<file path="src/rtl/store_ctl_pkg.sv">
package store_ctl_pkg;
  typedef enum logic [2:0] {
    ST_IDLE  = 3'd0,
    ST_GRACE = 3'd1,
    ST_STORE = 3'd2,
    ST_HOLD  = 3'd3,
    ST_SKIP  = 3'd4
  } hs_state_t;
endpackage

</file>
<file path="src/rtl/line_sync.sv">
module line_sync #(
  parameter int STAGES = 2
) (
  input  logic clk,
  input  logic rst,
  input  logic d_in,
  output logic d_out
);
  logic [STAGES-1:0] chain;

  always_ff @(posedge clk) begin
    if (rst) chain <= '1;
    else     chain <= {chain[STAGES-2:0], d_in};
  end

  assign d_out = chain[STAGES-1];
endmodule

</file>
<file path="src/rtl/dirty_track.sv">
module dirty_track (
  input  logic clk,
  input  logic rst,
  input  logic set_i,
  input  logic clr_i,
  output logic dirty_o
);
  always_ff @(posedge clk) begin
    if (rst)        dirty_o <= 1'b0;
    else if (set_i) dirty_o <= 1'b1;
    else if (clr_i) dirty_o <= 1'b0;
  end


  dirty_clr_chk: assert property (@(posedge clk) disable iff (rst)
    (clr_i && !set_i) |=> !dirty_o);

  dirty_set_chk: assert property (@(posedge clk) disable iff (rst)
    set_i |=> dirty_o);
endmodule

</file>
<file path="src/rtl/hsr_fsm.sv">
module hsr_fsm
  import store_ctl_pkg::*;
#(
  parameter int DELAY = 8
) (
  input  logic clk,
  input  logic rst,
  input  logic line_s,
  input  logic dirty,
  input  logic int_req,
  input  logic rd_req,
  input  logic wr_req,
  input  logic eng_done,
  output logic eng_start,
  output logic drive_low,
  output logic rd_grant,
  output logic wr_grant,
  output logic wr_accept,
  output logic xfer_done
);
  localparam int CNT_W = (DELAY > 1) ? $clog2(DELAY) : 1;
  localparam logic [CNT_W-1:0] LAST = CNT_W'(DELAY - 1);

  hs_state_t        state;
  logic [CNT_W-1:0] cnt;
  logic             rd_ok;

  assign rd_ok     = (state == ST_IDLE) || (state == ST_GRACE) || (state == ST_SKIP);
  assign wr_accept = wr_req && (state == ST_IDLE) && line_s && !int_req;
  assign xfer_done = (state == ST_STORE) && eng_done;

  always_ff @(posedge clk) begin
    if (rst) begin
      state     <= ST_IDLE;
      cnt       <= '0;
      eng_start <= 1'b0;
      drive_low <= 1'b0;
      rd_grant  <= 1'b0;
      wr_grant  <= 1'b0;
    end else begin
      eng_start <= 1'b0;
      rd_grant  <= rd_req && rd_ok;
      wr_grant  <= wr_accept;
      case (state)
        ST_IDLE: begin
          if (int_req) begin
            state     <= ST_STORE;
            eng_start <= 1'b1;
            drive_low <= 1'b1;
          end else if (!line_s) begin
            state <= ST_GRACE;
            cnt   <= '0;
          end
        end
        ST_GRACE: begin
          if (cnt == LAST) begin
            if (dirty) begin
              state     <= ST_STORE;
              eng_start <= 1'b1;
              drive_low <= 1'b1;
            end else begin
              state <= ST_SKIP;
            end
          end else begin
            cnt <= cnt + 1'b1;
          end
        end
        ST_STORE: begin
          if (eng_done) begin
            state     <= ST_HOLD;
            drive_low <= 1'b0;
          end
        end
        ST_HOLD, ST_SKIP: begin
          if (line_s) state <= ST_IDLE;
        end
        default: state <= ST_IDLE;
      endcase
    end
  end


  busy_on_start_chk: assert property (@(posedge clk) disable iff (rst)
    eng_start |-> drive_low);

  busy_release_chk: assert property (@(posedge clk) disable iff (rst)
    (drive_low && eng_done && !eng_start) |=> !drive_low);

  grace_quiet_chk: assert property (@(posedge clk) disable iff (rst)
    (state == ST_GRACE && cnt != LAST) |=> !eng_start);

  wr_needs_high_chk: assert property (@(posedge clk) disable iff (rst)
    wr_grant |-> $past(line_s));

  hold_closed_chk: assert property (@(posedge clk) disable iff (rst)
    (state == ST_HOLD) |=> (!rd_grant && !wr_grant));

  start_single_chk: assert property (@(posedge clk) disable iff (rst)
    eng_start |=> !eng_start);
endmodule

</file>
<file path="src/rtl/store_req_ctrl.sv">
module store_req_ctrl #(
  parameter int DELAY       = 8,
  parameter int SYNC_STAGES = 2
) (
  input  logic clk,
  input  logic rst,
  input  logic line_in,
  output logic line_drive_low,
  input  logic rd_req,
  output logic rd_grant,
  input  logic wr_req,
  output logic wr_grant,
  input  logic int_store_req,
  input  logic recall_done,
  output logic eng_start,
  input  logic eng_done
);
  logic line_s;
  logic dirty;
  logic wr_accept;
  logic xfer_done;

  line_sync #(.STAGES(SYNC_STAGES)) u_sync (
    .clk   (clk),
    .rst   (rst),
    .d_in  (line_in),
    .d_out (line_s)
  );

  dirty_track u_dirty (
    .clk     (clk),
    .rst     (rst),
    .set_i   (wr_accept),
    .clr_i   (xfer_done || recall_done),
    .dirty_o (dirty)
  );

  hsr_fsm #(.DELAY(DELAY)) u_fsm (
    .clk       (clk),
    .rst       (rst),
    .line_s    (line_s),
    .dirty     (dirty),
    .int_req   (int_store_req),
    .rd_req    (rd_req),
    .wr_req    (wr_req),
    .eng_done  (eng_done),
    .eng_start (eng_start),
    .drive_low (line_drive_low),
    .rd_grant  (rd_grant),
    .wr_grant  (wr_grant),
    .wr_accept (wr_accept),
    .xfer_done (xfer_done)
  );


  clean_no_start_chk: assert property (@(posedge clk) disable iff (rst)
    (eng_start && !$past(int_store_req)) |-> $past(dirty));
endmodule

</file>
<file path="config.mk">
export PLATFORM = sky130hd
export DESIGN_NAME = store_req_ctrl
export DESIGN_NICKNAME = d
export VERILOG_FILES = /design/src/rtl/store_ctl_pkg.sv /design/src/rtl/line_sync.sv /design/src/rtl/dirty_track.sv /design/src/rtl/hsr_fsm.sv /design/src/rtl/store_req_ctrl.sv
export SDC_FILE = /design/constraint.sdc
export NUM_CORES = 1
export LEC_CHECK = 0
export ABC_AREA = 0
export BUFFER_PORTS_ARGS = -buffer_cell sky130_fd_sc_hd__buf_4
export CAP_MARGIN = 20
export CELL_PAD_IN_SITES_DETAIL_PLACEMENT = 0
export CELL_PAD_IN_SITES_GLOBAL_PLACEMENT = 1
export CORE_UTILIZATION = 42
export DETAILED_ROUTE_END_ITERATION = 7
export GPL_TIMING_DRIVEN = 0
export HOLD_SLACK_MARGIN = 0.12
export PLACE_DENSITY_LB_ADDON = 0.1
export SYNTH_ARGS = -nofsm -noshare
export SYNTH_HDL_FRONTEND = slang
export SYNTH_SLANG_ARGS = --single-unit
</file>
<file path="constraint.sdc">
create_clock -name clk -period 3.3 [get_ports clk]
set_clock_uncertainty 0.1 [all_clocks]
set_input_delay 0.165 -clock clk [delete_from_list [all_inputs] [get_ports clk]]
set_output_delay 0.165 -clock clk [all_outputs]
set_load 0.01 [all_outputs]
</file>
==> results.toml, run 1 <==
[flow_run]
maxCapViolCount = 0

[finish]
drive_gt1_share_pct = 28.6
stdcell_area_um2 = 858
postLayoutCoreUtil_pct = 62.1
final_nets = 103
syn_to_final_growth_pct = 29.9
fin_cells = 106
diodes = 0

[power]
power_density_nw_per_um2 = 400
swShare_pct = 26.8
pwr-share-clk_pct = 29.0
pwr-share-seq_pct = 50.0
comb_power_share_pct = 21.0
p_switching_w = 0.0000918
totalPowerFinal_w = 0.000343
p_int_w = 0.000251
ir_drop_v = 0.000301
p_leak_nw = 0.369

[sta]
fmax_mhz = 510
max_slew_margin_pct = 74.3
final_hold_viol_count = 0
layout_min_cycle_time_ns = 1.96
maxSlewViolCount = 0
setup_viol = 0
worst_pin_slew_ns = 0.385
rsz0062_at_grt = "false"
period_share_pct = 59.4
finalSetupTns_ns = 0

[place]
dpl_cell_area_um2 = 762
post-dp-hpwl_um = 952
placed_cells = 95
gp_congestion = 0.764
io_buffers = 11

[grt]
overflow = 0
grt_max_degree = 11
grt_pass1_vias = 556
grt_use_met2_pct = 28.7
grt_pass1_wl_mm = 2.38
use_met1_pct = 21.8
use_met3_pct = 7.83
grt_antenna_before_repair = 0
busiest_layer = "met2"
grt.total_usage_pct = 18.3

[synthesis]
synth_edf_count = 0
synth_top_cell_area_share_pct = 39.4
ys_seq_elements = 13
syn_area_um2 = 661
synth_largest_area_cell = "dfxtp_1"
yosys-top-cells-area = "dfxtp_1, ha_1, nand2b_1"
synth_area_per_cell_um2 = 9.57
synth-main-ff-cell = "dfxtp_1"
syn-num-nets = 80
synthTopCellsByCount = "dfxtp_1, nand2b_1, nor2_1"
ys_seq_area_share_pct = 39.4
synthCells = 69
synth_cell_type_count = 36
synthMostInstantiatedCell = "dfxtp_1"
ys_async_sr_fraction_pct = 0
yosys_warnings = 0

[setup_path]
cp.arrival_ns = 2.05
critPathLaunchType = "flip-flop"
r2r-end = "u_fsm.state[1]"
required_ns = 3.39
rr_worst_depth = 5
crit_fanout = 6
path_class = "flip-flop to flip-flop"
startpoint = "u_fsm.cnt[0]"
r2r_start = "u_fsm.cnt[0]"
endpoint = "u_fsm.state[1]"
r2r_slack_ns = 1.34
worstSetupEndpointType = "flip-flop"

[clock_tree]
cts_buffers = 3
cts-root-buf = "clkbuf_4"
ctsHtreeMaxLevel = 1
clockBufferDepth = 2
clk_pin_slew_ns = 0.08
cts_tree = "yes"
clock_sinks = 13
hold_buffers = 7
post-cts-setup-buffers = 0
cts_resized = 0
clock_latency_ns = 0.28

[routing]
wl_mm = 1.36
dr_total_vias = 577
drtIter0Drc = 10
drc = 0
ant_nets = 0
detail_route.vias_per_cell = 5.44
wl_per_cell_um = 12.8
dr.pass1.iters = 4

[floorplanning]
die_y_um = 41.7
io_pins = 12
coreArea_um2 = 1380
die_w_um = 41.7
initial_core_util_pct = 47.8
std_cell_rows = 13
die-area_um2 = 1740

[hold_path]
min_path_type = "primary input to flip-flop"

[status]
status = "finished, final reports clean"
## metrics by stage
step | setup WS [ns] | hold WS (ns)
global route | 1.24 | 0.174
finish | 1.34 | 0.177
floorplan | 1.48 | 0.169
detailed placement | 1.37 | 0.258
CTS | 1.34 | 0.159
global placement | 1.38 | 0.254
## worst max-delay path: stages (launching register included)
cell,delay (ns)
dfxtp_1,0.33
ha_1,0.22
ha_1,0.25
or4b_1,0.49
o22a_1,0.22
a221oi_2,0.25
## cell type report
cell class	count	area (um^2)
Buffer	4	31.3
Clock buffer	4	26.3
Sequential cell	13	260
Inverter	3	11.3
Multi-Input combinational cell	49	358
Fill cell	130	524
Tap cell	15	18.8
Timing Repair Buffer	18	153
## registers in the layout (all words and copies together), names as in the netlist
name / count
u_fsm.state: 3
u_sync.chain: 2
u_dirty.dirty_o: 1
u_fsm.wr_grant: 1
u_fsm.rd_grant: 1
u_fsm.cnt: 3
u_fsm.eng_start: 1
u_fsm.drive_low: 1
## cell families (layout without fill, tap and decap cells)
logic type / Yosys count / in the layout / share of synthesized area, %
flops: 13 / 13 / 39.4
compound gates: 17 / 17 / 19.3
simple gates: 26 / 26 / 24.4
buf+inv: 7 / 29 / 6.44
mux: 3 / 3 / 4.73
fa+ha+maj: 3 / 3 / 5.68
## worst min path at each step
| stage | start | end | cells past startpoint |
|---|---|---|---|
| 5_1_grt | int_store_req | u_fsm.wr_grant | 3 |
| 6_report | int_store_req | u_fsm.wr_grant | 3 |
| 4_1_cts | int_store_req | u_fsm.wr_grant | 3 |
| 3_3_place_gp | line_in | u_sync.chain[0] | 2 |
| 2_1_floorplan | line_in | u_sync.chain[0] | 1 |
| 3_5_place_dp | line_in | u_sync.chain[0] | 2 |
## power by group through the flow
stage           clock, W  sequential, W  combinational (W)
6_report       0.0000996       0.000171          0.0000719
5_1_grt         0.000109       0.000173          0.0000787
4_1_cts         0.000102       0.000171          0.0000715
3_5_place_dp           0       0.000175          0.0000645
3_3_place_gp           0       0.000175          0.0000642
2_1_floorplan          0       0.000176          0.0000418
## metal layers
layer	up-vias	routed length, um
met5	-	0
met3	4	78
met4	0	32
li1	294	-
met1	262	640
met2	17	603
## cell usage in the layout (no fill, tap or decap), types with 2 or more instances in the layout
cell           netlist  final
a21oi_1              2      2
buf_4                2     13
clkbuf_4             0      3
dfxtp_1             13     13
dlygate4sd3_1        0      7
ha_1                 3      3
inv_1                3      3
mux2i_1              2      2
nand2_1              3      3
nand2b_1             4      4
nor2_1               4      4
nor2b_1              2      2
nor3_1               3      3
o21ai_0              2      2
o21bai_1             2      2
or2_2                2      2
No activity file was read; power rests on OpenSTA's default activity.
==> run 2, diff against run 1 <==
Settings changed: ABC_AREA 0 to 1, CORE_UTILIZATION 42 to 34.
Clock period 3.3 ns to 1.7 ns, I/O delays scaled along.
==> results.toml, run 2 <==
[power]
pwr-share-seq_pct = 31.2
p_leak_nw = 0.440
power_density_nw_per_um2 = 1600
p_int_w = 0.000820
comb_power_share_pct = 55.6
pwr-share-clk_pct = 13.2
swShare_pct = 44.5
p_switching_w = 0.000658
ir_drop_v = 0.000792
totalPowerFinal_w = 0.00148

[finish]
regArea_um2 = 260
layout_commonest_cell = "nand2_1"
drive_gt1_share_pct = 22.9
multi_input_area_um2 = 380
diodes = 0
syn_to_final_growth_pct = 31.8
n_fill_cell = 216
final_cell_mix = "nand2_1, nor2_1, nand3_1, dfxtp_1, buf_4"
largestRegisters = "u_fsm.cnt x3, u_fsm.state x3, u_sync.chain x2"
final_nets = 130

[synthesis]
ys_seq_elements = 13
yosys_warnings = 0
synth_cell_type_count = 19
ys_async_sr_fraction_pct = 0
synth_largest_area_cell = "dfxtp_1"
synth_edf_count = 0
synth_top_cell_area_share_pct = 37.1
yosys-top-cells-area = "dfxtp_1, nand2_1, nand3_1"
synthCells = 95
syn_area_um2 = 701
synthMostInstantiatedCell = "nand2_1"
ys_seq_area_share_pct = 37.1
synth-main-ff-cell = "dfxtp_1"
synthTopCellsByCount = "nand2_1, nor2_1, dfxtp_1, nand3_1, inv_1"
synth_area_per_cell_um2 = 7.38
syn-num-nets = 106

[floorplanning]
die_w_um = 47.4
die-area_um2 = 2250
io_pins = 12
std_cell_rows = 16
initial_core_util_pct = 36.1
die_y_um = 47.4
coreArea_um2 = 1940

[clock_tree]
ctsHtreeMaxLevel = 1
cts_buffers = 3
clockBufferDepth = 2
clock_latency_ns = 0.27
cts_tree = "yes"
cts-root-buf = "clkbuf_4"
clock_sinks = 13
clk_pin_slew_ns = 0.08
post-cts-setup-buffers = 0

[setup_path]
r2r_start = "u_fsm.cnt[0]"
r2r-end = "u_fsm.state[0]"
worstSetupEndpointType = "flip-flop"
r2r_slack_ns = 0.26
cp.arrival_ns = 1.61
path_class = "primary input to flip-flop"
rr_worst_depth = 9
required_ns = 1.77
crit_fanout = 6
critPathLaunchType = "primary input"

[place]
gp_congestion = 0.770
io_buffers = 11
post-dp-hpwl_mm = 1.02
place_ws_ns = 0.267

[hold_path]
min_to = "u_sync.chain[1]"
min_path_type = "flip-flop to flip-flop"
hold_path_depth = 1
min_from = "u_sync.chain[0]"

[sta]
period_share_pct = 90.4
fmax_mhz = 651
setup_ws_ns = 0.163
worst_pin_slew_ns = 0.318
setup_viol = 0
layout_min_cycle_time_ns = 1.54
hold_slack_ns = 0.315
max_slew_margin_pct = 78.8
finalSetupTns_ns = 0
final_hold_viol_count = 0
rsz0062_at_grt = "false"
maxSlewViolCount = 0

[grt]
grt_pass1_wl_mm = 2.30
grt_antenna_before_repair = 0
grt_max_degree = 10
grt_pass1_vias = 576
grt.total_usage_pct = 15.3
overflow = 0

[status]
status = "finished, final reports clean"

[routing]
drtIter0Drc = 4
dr_total_vias = 653
dr.pass1.iters = 4
ant_nets = 0
detail_route.vias_per_cell = 4.50
drc = 0
wl_mm = 1.44
wl_per_cell_um = 9.90

[flow_run]
maxCapViolCount = 0
-- run 2: repair_timing --
item | 4_1_cts | 5_1_grt
hold endpoints to repair | 7 | 0
resized for setup | 0 | 0
hold buffers | 8 | 0
-- run 2: through the flow --
stage | cell area (um^2) | cells | utilization [%]
floorplan | 701 | 95 | -
global placement | 817 | 133 | 42.1
detailed placement | 817 | 133 | 42.1
CTS | 923 | 145 | 47.6
global route | 923 | 145 | 47.6
finish | 923 | 145 | 47.6
-- run 2: worst max-delay path by stage --
stage	startpoint	to	slack [ns]	cells after the start
after floorplan	u_fsm.cnt[0]	u_fsm.cnt[0]	0.38	8
after global placement	u_fsm.cnt[0]	u_fsm.state[2]	0.25	9
after detailed placement	u_fsm.cnt[0]	u_fsm.state[2]	0.27	9
after CTS	rst	u_sync.chain[0]	0.18	4
after global routing	u_fsm.cnt[0]	u_fsm.cnt[2]	0.12	8
final	rst	u_sync.chain[0]	0.16	4
-- run 2: area by class of cell --
class | count | share of cell area (%)
Timing Repair Buffer | 19 | 17.6
Clock buffer | 4 | 2.85
Multi-Input combinational cell | 70 | 41.2
Sequential cell | 13 | 28.2
Tap cell | 27 | 3.66
Buffer | 2 | 2.44
Inverter | 10 | 4.07
-- run 2: critical path, cell delays in order --
cell           delay [ns]
dlygate4sd3_1        0.54
buf_4                0.15
or2_2                0.28
dlygate4sd3_1        0.55
-- run 2: metal layers --
metal | vias up | GRT usage, % | wire length [um]
met1 | 287 | 18.8 | 661
li1 | 349 | - | -
met5 | - | 0 | 0
met4 | 0 | 8.57 | 13
met2 | 15 | 25.2 | 705
met3 | 2 | 2.69 | 55
-- run 2: power groups by stage --
| stage | Clock (W) | Combinational, W | Sequential (W) |
|---|---|---|---|
| floorplan | 0 | 0.000643 | 0.000467 |
| global placement | 0 | 0.000812 | 0.000465 |
| detailed placement | 0 | 0.000816 | 0.000468 |
| CTS | 0.000209 | 0.000833 | 0.000461 |
| global route | 0.000222 | 0.000936 | 0.000469 |
| finish | 0.000195 | 0.000822 | 0.000460 |
-- run 2: cells by family (layout without fill, tap and decap cells) --
kind of cell	after synthesis	count (layout)	share of synthesized area [%]
fa+ha+maj	3	3	5.36
flops	13	13	37.1
simple gates	58	58	40.5
compound gates	9	9	8.39
buf+inv	12	35	8.57
==> run 3, diff against run 2 <==
Settings changed: ABC_AREA 1 to unset, ABC_CLOCK_PERIOD_IN_PS set to 1700, CORE_UTILIZATION 34 to 35.
==> results.toml, run 3 (synthesis gave the netlist of run 1 again) <==
[clock_tree]
ctsHtreeMaxLevel = 1
cts_tree = "yes"
clock_latency_ns = 0.28
clock_sinks = 13
cts-root-buf = "clkbuf_4"
clk_pin_slew_ns = 0.08
clockBufferDepth = 2
cts_buffers = 3

[routing]
drtIter0Drc = 11
wl_mm = 1.46
dr.pass1.iters = 4
detail_route.vias_per_cell = 5.01
wl_per_cell_um = 12.2
routed-wl-met2_um = 634
drc = 0
wl_met1_um = 730
ant_nets = 0
top_layer = "met4"
wl_met3_um = 43
dr_total_vias = 596

[setup_path]
crit_fanout = 6
crit_chain = "ha_4 > ha_4 > or4b_1 > o22a_1 > a221oi_2"
path_class = "flip-flop to flip-flop"
cp.arrival_ns = 1.88
max_stage_delay_ns = 0.46
critPathLaunchType = "flip-flop"
critPathSlowestCell = "or4b_1"
crit_top_cell = "ha_4"
required_ns = 1.80
worstSetupEndpointType = "flip-flop"

[floorplanning]
std_cell_rows = 15
coreArea_um2 = 1750
die-area_um2 = 2070
io_pins = 12
die_w_um = 45.4
initial_core_util_pct = 37.8
die_y_um = 45.4

[sta]
layout_min_cycle_time_ns = 1.78
fmax_mhz = 561
finalSetupTns_ns = -0.0816
hold_slack_ns = 0.154
setup_ws_ns = -0.0816
worst_pin_slew_ns = 0.346
rsz0062_at_grt = "true"
period_share_pct = 105
maxSlewViolCount = 0
final_hold_viol_count = 0
setup_viol = 1
max_slew_margin_pct = 76.8

[finish]
final_nets = 106
layout_commonest_cell = "buf_4"
syn_to_final_growth_pct = 40.5
largestRegisters = "u_fsm.cnt x3, u_fsm.state x3, u_sync.chain x2"
n_fill_cell = 170
final_cell_mix = "buf_4, dfxtp_1, dlygate4sd3_1"
postLayoutCoreUtil_pct = 53.2
diodes = 0
drive_gt1_share_pct = 34.0
stdcell_area_um2 = 928

[place]
gp_congestion = 0.698
post-dp-hpwl_um = 960
place_ws_ns = -0.0893
dpl_cell_area_um2 = 790
io_buffers = 11

[grt]
grt_pass1_vias = 543
grt_antenna_before_repair = 0
grt_max_degree = 11
overflow = 0
grt_pass1_wl_mm = 2.33
grt.total_usage_pct = 16.4

[power]
p_leak_nw = 0.377
ir_drop_v = 0.000445
power_density_nw_per_um2 = 728

[status]
status = "finished with violations"
violations = "negative setup slack"

[flow_run]
maxCapViolCount = 0

[hold_path]
min_path_type = "primary input to flip-flop"
-- run 3: cell count changes in the layout (fill, tap and decap cells not counted), moves of 3 or more --
cell      before  now
a21oi_1        5    2
buf_4         11   14
inv_1         10    3
nand2_1       18    3
nand2b_1       0    4
nand3_1       13    0
nor2_1        16    3
nor3_1         0    3
-- run 3: repair_timing --
| item | 4_1_cts | 5_1_grt |
|---|---|---|
| pin swaps | 2 | 0 |
| setup endpoints to repair | 1 | 2 |
| resized for setup | 3 | 1 |
| buffers inserted | 1 | 0 |
| endpoints found under the hold margin | 12 | 0 |
| hold buffers | 9 | 0 |
-- run 3: critical path: cells and delay by family (launching register included) --
family	cells	cell delay, ns
adder cells (fa/ha/maj)	2	0.34
flip-flops	1	0.35
AND/OR/NAND/NOR	1	0.46
AO/OA/AOI/OAI	2	0.46
-- run 3: report_power, final --
| group | switching, W | internal [W] | total, W |
|---|---|---|---|
| clock | 0.000106 | 0.0000912 | 0.000198 |
| combinational | 0.0000656 | 0.0000793 | 0.000145 |
| sequential | 0.0000119 | 0.000322 | 0.000334 |
| total | 0.000184 | 0.000492 | 0.000676 |
-- run 3: metal layers --
| layer | vias to the layer above | track usage (%) |
|---|---|---|
| li1 | 298 | - |
| met1 | 280 | 20.8 |
| met2 | 13 | 24.9 |
| met3 | 5 | 2.38 |
| met4 | 0 | 12.7 |
| met5 | - | 0 |
-- run 3: worst paths after layout --
check	cells past startpoint	to	slack [ns]	start
worst min register to register	1	u_sync.chain[1]	0.33	u_sync.chain[0]
worst max register to register	5	u_fsm.state[1]	-0.08	u_fsm.cnt[1]
worst max-delay path	5	u_fsm.state[1]	-0.08	u_fsm.cnt[1]
worst min-delay path	4	u_fsm.state[1]	0.15	int_store_req
-- run 3: through the flow --
step / instances / total power [W]
final: 119 / 0.000676
after CTS: 119 / 0.000687
after global routing: 119 / 0.000716
after floorplan: 69 / 0.000423
after detailed placement: 105 / 0.000466
after global placement: 105 / 0.000466
-- run 3: final cells by class --
| cell class | instances | area (um^2) | area share (%) |
|---|---|---|---|
| buffer | 4 | 31.3 | 3.37 |
| clock buffer | 4 | 26.3 | 2.83 |
| inverter | 3 | 11.3 | 1.21 |
| multi-input combinational | 49 | 385 | 41.5 |
| sequential | 13 | 263 | 28.3 |
| tap | 25 | 31.3 | 3.37 |
| timing repair buffer | 21 | 180 | 19.4 |
